<file path="src/rtl/bcd_calendar_core.sv">
module bcd_calendar_core (
  input  logic       clk,
  input  logic       rst_n,
  input  logic       tick,
  input  logic       osc_fail,
  input  logic       wr_en,
  input  logic [2:0] wr_sel,
  input  logic [7:0] wr_data,
  input  logic [2:0] rd_sel,
  output logic [7:0] rd_data
);

  logic [6:0] sec, min;
  logic [5:0] hr, dt;
  logic [2:0] wd;
  logic [4:0] mo;
  logic [7:0] yr;
  logic       osf;

  function automatic logic [7:0] bcd_inc(input logic [7:0] v);
    bcd_inc = (v[3:0] == 4'd9) ? {v[7:4] + 4'd1, 4'd0} : {v[7:4], v[3:0] + 4'd1};
  endfunction

  logic leap;
  logic [5:0] last_day;
  assign leap = yr[4] ? (yr[3:0] == 4'h2 || yr[3:0] == 4'h6)
                      : (yr[3:0] == 4'h0 || yr[3:0] == 4'h4 || yr[3:0] == 4'h8);

  always_comb begin
    case (mo)
      5'h02:                      last_day = leap ? 6'h29 : 6'h28;
      5'h04, 5'h06, 5'h09, 5'h11: last_day = 6'h30;
      default:                    last_day = 6'h31;
    endcase
  end

  logic sec_wrap, min_wrap, hr_wrap, dt_wrap, mo_wrap;
  assign sec_wrap = tick && sec == 7'h59;
  assign min_wrap = sec_wrap && min == 7'h59;
  assign hr_wrap  = min_wrap && hr == 6'h23;
  assign dt_wrap  = hr_wrap && dt == last_day;
  assign mo_wrap  = dt_wrap && mo == 5'h12;

  logic [7:0] sec_inc, min_inc, hr_inc, dt_inc, mo_inc, yr_inc;
  assign sec_inc = bcd_inc({1'b0, sec});
  assign min_inc = bcd_inc({1'b0, min});
  assign hr_inc  = bcd_inc({2'b0, hr});
  assign dt_inc  = bcd_inc({2'b0, dt});
  assign mo_inc  = bcd_inc({3'b0, mo});
  assign yr_inc  = bcd_inc(yr);

  logic [6:0] we;
  assign we = wr_en ? 7'(8'd1 << wr_sel) : 7'd0;

  always_ff @(posedge clk or negedge rst_n) begin
    if (!rst_n) begin
      sec <= '0; min <= '0; hr <= '0; wd <= '0;
      dt <= 6'h01; mo <= 5'h01; yr <= '0; osf <= 1'b1;
    end else begin
      if (we[0])         sec <= wr_data[6:0];
      else if (tick)     sec <= sec_wrap ? 7'h00 : sec_inc[6:0];
      if (we[1])         min <= wr_data[6:0];
      else if (sec_wrap) min <= min_wrap ? 7'h00 : min_inc[6:0];
      if (we[2])         hr <= wr_data[5:0];
      else if (min_wrap) hr <= hr_wrap ? 6'h00 : hr_inc[5:0];
      if (we[3])         wd <= wr_data[2:0];
      else if (hr_wrap)  wd <= (wd == 3'd6) ? 3'd0 : wd + 3'd1;
      if (we[4])         dt <= wr_data[5:0];
      else if (hr_wrap)  dt <= dt_wrap ? 6'h01 : dt_inc[5:0];
      if (we[5])         mo <= wr_data[4:0];
      else if (dt_wrap)  mo <= mo_wrap ? 5'h01 : mo_inc[4:0];
      if (we[6])         yr <= wr_data;
      else if (mo_wrap)  yr <= (yr == 8'h99) ? 8'h00 : yr_inc;
      if (osc_fail)                osf <= 1'b1;
      else if (we[0] && !wr_data[7]) osf <= 1'b0;
    end
  end

  always_comb begin
    case (rd_sel)
      3'd0:    rd_data = {osf, sec};
      3'd1:    rd_data = {1'b0, min};
      3'd2:    rd_data = {2'b0, hr};
      3'd3:    rd_data = {5'b0, wd};
      3'd4:    rd_data = {2'b0, dt};
      3'd5:    rd_data = {3'b0, mo};
      3'd6:    rd_data = yr;
      default: rd_data = 8'h00;
    endcase
  end

endmodule


</file>
<file path="config.mk">
export PLATFORM = sky130hd
export DESIGN_NAME = bcd_calendar_core
export DESIGN_NICKNAME = d
export VERILOG_FILES = /design/src/rtl/bcd_calendar_core.sv
export SDC_FILE = /design/constraint.sdc
export NUM_CORES = 1
export LEC_CHECK = 0
export CAP_MARGIN = 15
export CORE_MARGIN = 2
export CORE_UTILIZATION = 30
export CTS_BUF_LIST = sky130_fd_sc_hd__clkbuf_8
export CTS_CLUSTER_DIAMETER = 40
export CTS_CLUSTER_SIZE = 30
export DETAILED_ROUTE_END_ITERATION = 10
export DONT_BUFFER_PORTS = 1
export GPL_TIMING_DRIVEN = 0
export PLACE_DENSITY = 0.49
export SLEW_MARGIN = 5
export SYNTH_ARGS = -nofsm -noshare
export SYNTH_HDL_FRONTEND = slang
export SYNTH_SLANG_ARGS = --single-unit
</file>
<file path="constraint.sdc">
create_clock -name clk -period 4.3 [get_ports clk]
set_input_delay 0.215 -clock clk [delete_from_list [all_inputs] [get_ports clk]]
set_output_delay 0.215 -clock clk [all_outputs]
set_load 0.005 [all_outputs]
</file>
# Word-level counts from Yosys, hierarchy flattened
# Cells that the tools add are included.
word_totals:
  output_inout_bits: 8
  inputBits: 19
  reg_bits: 43
  word_cells: 123
classes:
  eq_ne: 28
  shifts: 1
  n_mux: 34
  add_sub_neg: 13
  n_reduce_logical: 33
ops:
  columns: ["cell", "n"]
  rows:
  - ["$mux 7", 9]
  - ["$pmux 8 s7", 1]
  - ["$mux 6", 8]
  - ["$mux 8", 4]
  - ["$add 4x1->4 const B", 7]
  - ["$eq 4x4->1 const B", 7]
  - ["$mux 5", 4]
  - ["$reduce_bool 3->1", 6]
  - ["$reduce_bool 2->1", 8]
  - ["$eq 7x7->1 const B", 2]
  - ["$eq 3x3->1 const B", 4]
  - ["$reduce_and 2->1", 6]
  - ["$eq 5x3->1 const B", 2]
  - ["$eq 5x5->1 const B", 2]
  - ["$pmux 5 s2", 1]
  - ["$add 3x1->3 const B", 3]
  - ["$mux 3", 3]
  - ["$eq 4x3->1 const B", 2]
  - ["$eq 8x8->1 const B", 1]
  - ["$shl 1x3->7 const A", 1]
  - ["$eq 3x2->1 const B", 2]
  - ["$eq 6x6->1", 1]
  - ["$eq 6x6->1 const B", 1]
  - ["$logic_and 1x1->1", 6]
  - ["12 further kinds", 18]

# Depth between registers and ports, before layout
# Gate-level depths: netlist of the first run.
logic_depth:
  ltp_word: 12
  mapped_depth: 10

# Worst setup path before layout of the first run
# OpenSTA, ideal clock, no wires.
synth_path:
  kind: "register -> register"
  startpoint: "register sec[1]"
  endpoint: "register dt[1]"
  t_arrival_ns: 2.318
  slack_ns: 1.904
  stages_incl_launch_ff: 10
  required_time_ns: 4.223
  path_cell_list: "dfrtp_1 inv_1 ha_1 and3b_1 clkbuf_1 and4_1 clkbuf_1 nand2_1 or4_1 a21oi_1"
synth_via:
  elab_chain_cells: 8
synth_rtl:
  columns: ["item", "line_no", "text"]
  rows:
  - ["from (decl)", "13", "logic [6:0] sec, min;"]
  - ["from (signal assigned)", "60", "if (we[0]) sec <= wr_data[6:0];"]
  - ["from (signal assigned)", "61", "else if (tick) sec <= sec_wrap ? 7'h00 : sec_inc[6:0];"]
  - ["$eq 7x7->1 (*)", "38", "assign sec_wrap = tick && sec == 7'h59;"]
  - ["$logic_and 1x1->1 (*)", "38", null]
  - ["$logic_and 1x1->1 (*)", "39", "assign min_wrap = sec_wrap && min == 7'h59;"]
  - ["$logic_and 1x1->1 (*)", "40", "assign hr_wrap = min_wrap && hr == 6'h23;"]
  - ["$logic_and 1x1->1", "41", "assign dt_wrap = hr_wrap && dt == last_day;"]
  - ["$mux 6 (2 in a row)", "69", "else if (hr_wrap) dt <= dt_wrap ? 6'h01 : dt_inc[5:0];"]
  - ["$mux 6", "68", "if (we[4]) dt <= wr_data[5:0];"]
  - ["to (signal assigned)", "68", null]
  - ["to (signal assigned)", "69", null]
  - ["to (decl)", "14", "logic [5:0] hr, dt;"]
# Every way passes the cells marked *; elsewhere a longest branch is shown, timed or not. The select of a mux whose other input is x is not followed.
# A chain may end at the register's enable or synchronous reset.

# Worst setup path after layout of the first run
# Same ends and word-level chain as after synthesis.

==> results of run 1 <==
## routing by layer
| layer | vias to the layer above | routed length [um] |
|---|---|---|
| li1 | 1542 | - |
| met1 | 1539 | 5060 |
| met2 | 60 | 5060 |
| met3 | 5 | 522 |
| met4 | 0 | 108 |
| met5 | - | 0 |
## state kept, by name, indices dropped and copies added, names as in the netlist
signal  cells
dt          6
hr          6
min         7
mo          5
osf         1
sec         7
wd          3
yr          8
## layout by cell type, fill, tap and decap left out, drive strengths merged, types with 4 or more instances in the layout
master,instances
nand2b,7
a221oi,8
ha,15
o31ai,4
nor2b,5
dlygate4sd3,4
o22ai,6
and2,4
mux2i,9
buf,6
or3,6
nand2,52
nand3,12
inv,18
nor2,32
a22oi,4
nor3b,4
nor4,5
xnor2,5
nor3,13
and3,4
dfrtp,40
a21oi,28
o21ai,38
clkbuf,18
o211ai,7
## worst reg2reg max path: stages, from the launching register on
cell,delay [ns]
dfrtp_1,0.47
inv_1,0.09
ha_1,0.16
and3b_1,0.16
clkbuf_1,0.32
and4_1,0.34
clkbuf_1,0.39
nand2_1,0.28
or4_1,0.60
a21oi_1,0.18
## cell families (layout without fill, tap and decap cells)
kind of cell / count (synthesis) / after routing / synth area share (%)
AO/OA/AOI/OAI: 124 / 124 / 24.2
XOR/XNOR: 5 / 5 / 1.31
adder cells (fa/ha/maj): 15 / 15 / 5.60
buffers and inverters: 35 / 48 / 4.44
flip-flops: 43 / 43 / 32.2
multiplexers: 13 / 13 / 4.37
AND/OR/NAND/NOR: 171 / 171 / 27.9
## power breakdown
| part | switching, mW | internal (mW) |
|---|---|---|
| Clock | 0.161 | 0.112 |
| Combinational | 0.239 | 0.201 |
| Sequential | 0.155 | 0.500 |
## what timing repair did
action / CTS / global route
buffers inserted: 0 / 0
hold endpoints to repair: 46 / 1
hold buffers: 4 / 1
## final cells by class
cell class                 count  area (sq um)
clock buffer                   5          68.8
multi-input combinational    328          2120
clock inverter                 3          16.3
timing repair buffer           5          67.6
fill                        1165          7210
tap                          140           175
buffer                        18          85.1
inverter                      17          63.8
sequential                    43          1080
## how the worst min path moves through the flow
stage             end  slack (ns)  depth (start not counted)
6_report       min[0]        0.01                          2
5_1_grt        sec[1]       0.005                          2
4_1_cts         hr[4]       0.009                          2
3_5_place_dp    hr[0]       -0.08                          0
3_3_place_gp    hr[0]       -0.08                          0
2_1_floorplan   dt[1]       -0.08                          0
==> impl_metrics.env, run 1 <==
export IMPL_syn_inst=406
export IMPL_synth_top_area_share_pct=29.9
export IMPL_cts_resized=0
export IMPL_path_cells="inv_1, ha_1, and3b_1, clkbuf_1, and4_1, clkbuf_1, nand2_1, or4_1, a21oi_1"
export IMPL_dp_hpwl_um=7960
export IMPL_start_kind="register"
export IMPL_initial_core_util_pct=30.8
export IMPL_skew_ns=0.0126
export IMPL_worst_slew_pin_slew_ns=1.09
export IMPL_critPathBufInv=3
export IMPL_placed_cells_incl_taps=546
export IMPL_ys_ff_latch=43
export IMPL_crit_type="reg -> reg"
export IMPL_cap_violations=0
export IMPL_grt_util_met3_pct=3.79
export IMPL_clkTransAtPathRegs_ns=0.09
export IMPL_wl_per_cell_um=19.2
export IMPL_rr_worst_depth=9
export IMPL_critPathTopFamily="simple AND/OR/NAND/NOR gates"
export IMPL_rrSetupSlack_ns=1.23
export IMPL_status="finished clean"
export IMPL_top_usage_layer="met2"
export IMPL_worstPathArrival_ns=3.31
export IMPL_dpl_instance_area_sq_mm=0.00353
export IMPL_drive_above_1_share_pct=6.44
export IMPL_final_nets=452
export IMPL_endpoint="dt[1]"
export IMPL_rr_endpoint="dt[1]"
export IMPL_critical_path_startpoint="sec[1]"
export IMPL_clk_latency_ns=0.32
export IMPL_yosysWarningCount=0
export IMPL_numCtsBuffers=5
export IMPL_synth_edf_count=0
export IMPL_drv_slew=0
export IMPL_die_w_um=110
export IMPL_final_util_pct=33.8
export IMPL_n_antenna_cell=0
export IMPL_p_per_area_mw_per_mm2=372
export IMPL_irDropWorstVdd_v=0.000162
export IMPL_gr_usage_met1_pct=25.8
export IMPL_hold_viol=0
export IMPL_period_share_pct=71.3
export IMPL_clockBufferDepth=2
export IMPL_finalSetupTns_ns=0
export IMPL_critPathMaxFanout=10
export IMPL_antenna_found_initial=0
export IMPL_syn_avg_cell_area_sq_um=8.25
export IMPL_dieArea_sq_mm=0.0120
export IMPL_rsz0062_at_grt="false"
export IMPL_rows=38
export IMPL_first_global_vias=3014
export IMPL_max_stage_delay_ns=0.60
export IMPL_crit_path_end_kind="register"
export IMPL_p_total_mw=1.37
export IMPL_ant_nets=0
export IMPL_cts_root_buf="clkbuf_8"
export IMPL_relSlewSlack_pct=26.4
export IMPL_synth_top_cell_by_area="dfrtp_1"
export IMPL_yosysSeqAreaShare_pct=32.2
export IMPL_stdcell_count=559
export IMPL_yosysUniqueCellTypes=68
export IMPL_worst_slack_ns=1.23
export IMPL_drt_wl_total_um=10700
export IMPL_synth_most_common_cell="nand2_1"
export IMPL_core_sq_mm=0.0109
export IMPL_r2r_start="sec[1]"
export IMPL_fp_dieH_um=110
export IMPL_ctsHtreeMaxLevel=2
export IMPL_crit_path_frequent_cell="clkbuf_1"
export IMPL_place_congestion=0.866
export IMPL_syn_area_sq_mm=0.00335
export IMPL_synthTopCellsByCount="nand2_1, dfrtp_1, o21ai_0"
export IMPL_required_ns=4.54
export IMPL_cts_tree="yes"
export IMPL_grt_pass1_wl_um=17000
export IMPL_hold_class="in -> reg"
export IMPL_fmax_mhz=326
export IMPL_pre_cts_ws_ns=1.27
export IMPL_cts_sinks=43
export IMPL_fin_crit_ns=3.07
export IMPL_crit_path_top_delay_cell="or4_1"
export IMPL_overflow=0
export IMPL_async_flop_share_pct=100
export IMPL_grt_max_degree=44
export IMPL_grt_usage_pct=18.9
export IMPL_ios=27
export IMPL_setup_violations=0
export IMPL_vias=3146
export IMPL_drtPass1Iterations=4
export IMPL_area_growth_pct=9.78
export IMPL_port_buffers=0
export IMPL_grtUsageMet2_pct=31.0
export IMPL_fin_area_sq_mm=0.00368
export IMPL_fin_hold_ws_ns=0.0112
export IMPL_min_from="wr_data[0]"
export IMPL_drt_iter0_drc=222
export IMPL_viasPerCell=5.63
export IMPL_cp_depth=9
export IMPL_synthFlopType="dfrtp_1"
export IMPL_synthTopCellsByArea="dfrtp_1, nand2_1, ha_1"
export IMPL_syn_nets=440
export IMPL_p_leak_nw=1.41
export IMPL_drc=0
(Power assumes the default switching activity.)
==> run 2, diff against run 1 <==
- PLACE_DENSITY: 0.49 -> 0.5
- clock period: 4.3 -> 2.8 ns (I/O delays scaled with it)
==> impl_metrics.env, run 2 (synthesis gave the netlist of run 1 again) <==
export IMPL_status="finished clean"
export IMPL_crit_path_top_delay_cell="dfrtp_1"
export IMPL_core_sq_mm=0.0109
export IMPL_cts_root_buf="clkbuf_8"
export IMPL_hold_class="in -> reg"
export IMPL_fmax_mhz=381
export IMPL_critical_path_startpoint="sec[1]"
export IMPL_ctsHtreeMaxLevel=2
export IMPL_n_fill_cell=1140
export IMPL_largest_reg_flops=8
export IMPL_setup_violations=0
export IMPL_skew_ns=0.0110
export IMPL_n_antenna_cell=0
export IMPL_port_buffers=0
export IMPL_min_from="wr_data[4]"
export IMPL_period_share_pct=93.8
export IMPL_relSlewSlack_pct=39.6
export IMPL_antenna_found_initial=0
export IMPL_fp_dieH_um=110
export IMPL_p_per_area_mw_per_mm2=566
export IMPL_max_stage_delay_ns=0.46
export IMPL_dieArea_sq_mm=0.0120
export IMPL_drtPass1Iterations=5
export IMPL_regMostFlops="yr"
export IMPL_worst_slew_pin_slew_ns=0.898
export IMPL_cts_sinks=43
export IMPL_crit_path_end_kind="register"
export IMPL_drt_wl_total_um=11100
export IMPL_final_nets=457
export IMPL_drv_slew=0
export IMPL_numCtsBuffers=5
export IMPL_final_util_pct=34.6
export IMPL_worstPathArrival_ns=2.82
export IMPL_grt_max_degree=44
export IMPL_required_ns=2.99
export IMPL_cts_setup_buffers=0
export IMPL_rsz0062_at_grt="false"
export IMPL_final_common_cell="nand2_1"
export IMPL_crit_type="reg -> reg"
export IMPL_critPathMaxFanout=9
export IMPL_grt_pass1_wl_um=18100
export IMPL_drive_above_1_share_pct=8.02
export IMPL_clockBufferDepth=2
export IMPL_fin_area_sq_mm=0.00377
export IMPL_wl_per_cell_um=19.8
export IMPL_r2r_start="sec[1]"
export IMPL_first_global_vias=3164
export IMPL_rows=38
export IMPL_dpl_instance_area_sq_mm=0.00353
export IMPL_drc=0
export IMPL_start_kind="register"
export IMPL_fin_crit_ns=2.63
export IMPL_overflow=0
export IMPL_critPathTopFamily="simple AND/OR/NAND/NOR gates"
export IMPL_place_congestion=0.892
export IMPL_irDropWorstVdd_v=0.000244
export IMPL_critPathBufInv=2
export IMPL_path_cells="inv_1, ha_1, and3b_1, clkbuf_2, and4_1, o211ai_1, nor3_4, a21oi_1, a221o_1"
export IMPL_die_w_um=110
export IMPL_viasPerCell=5.77
export IMPL_initial_core_util_pct=30.8
export IMPL_drt_iter0_drc=242
export IMPL_pre_cts_ws_ns=-0.188
export IMPL_p_total_mw=2.13
export IMPL_clk_latency_ns=0.30
export IMPL_dp_hpwl_um=7970
export IMPL_clkTransAtPathRegs_ns=0.10
export IMPL_area_growth_pct=12.5
export IMPL_worst_slack_ns=0.174
export IMPL_hold_viol=0
export IMPL_ant_nets=0
export IMPL_p_leak_nw=1.45
export IMPL_cap_violations=0
export IMPL_ios=27
export IMPL_cts_tree="yes"
export IMPL_vias=3255
export IMPL_grt_usage_pct=20.0
export IMPL_biggestRegsByFlops="yr x8, min x7, sec x7"
export IMPL_final_cell_mix="nand2_1, dfrtp_1, o21ai_0"
==> run 2: layout make-up <==
cell class              count  area, sq um  area share (%)
plain buffers              18         87.6            2.32
clock buffers               5         68.8            1.83
clock inverters             3         20.0           0.531
inverters                  17         63.8            1.69
multi-input cells         328         2160            57.2
flip-flops and latches     43         1080            28.7
well taps                 140          175            4.65
repair buffers             10          118            3.12
==> run 2: worst register-to-register path, delay by kind of cell (launching register included) <==
family | cells | cell delay [ns]
AOI/OAI and AO/OA | 3 | 0.70
DFF | 1 | 0.46
adders and majority gates | 1 | 0.16
and+or+nand+nor | 3 | 0.91
buffers and inverters | 2 | 0.29
==> run 2: through the flow <==
step / TNS, ns / cells / hold WS, ns
final: 0 / 564 / 0.0110
after global routing: 0 / 564 / 0.0249
after CTS: 0 / 564 / 0.00179
after detailed placement: -0.843 / 546 / -0.155
after global placement: -0.898 / 546 / -0.155
after floorplan: 0 / 406 / -0.156
==> run 2: power breakdown <==
group	total, mW	switching, mW	internal [mW]
logic	0.706	0.386	0.320
registers	1.01	0.241	0.769
clock network	0.416	0.242	0.174
==> run 2: repair_timing <==
| action | in CTS | in global routing |
|---|---|---|
| endpoints found under the setup margin | 11 | 5 |
| endpoints found under the hold margin | 73 | 0 |
| gates resized for setup | 4 | 5 |
| hold buffers | 10 | 0 |
==> run 2: per-layer routing <==
metal  routed length (um)  share of wire (%)  global-route usage (%)
met3                  551                4.9                    2.49
met5                    0                  0                       0
met4                  154                1.4                    4.34
met1                 5300                 48                    29.0
met2                 5130                 46                    31.7
==> run 2: worst paths after layout <==
path	depth (start not counted)	slack [ns]	endpoint
hold reg to reg	1	0.52	osf
min in group asynchronous	2	0.33	hr[1]
setup reg to reg	9	0.17	mo[3]
setup / recovery	9	0.17	mo[3]
hold / removal	2	0.01	mo[4]
max in group asynchronous	2	2.19	osf
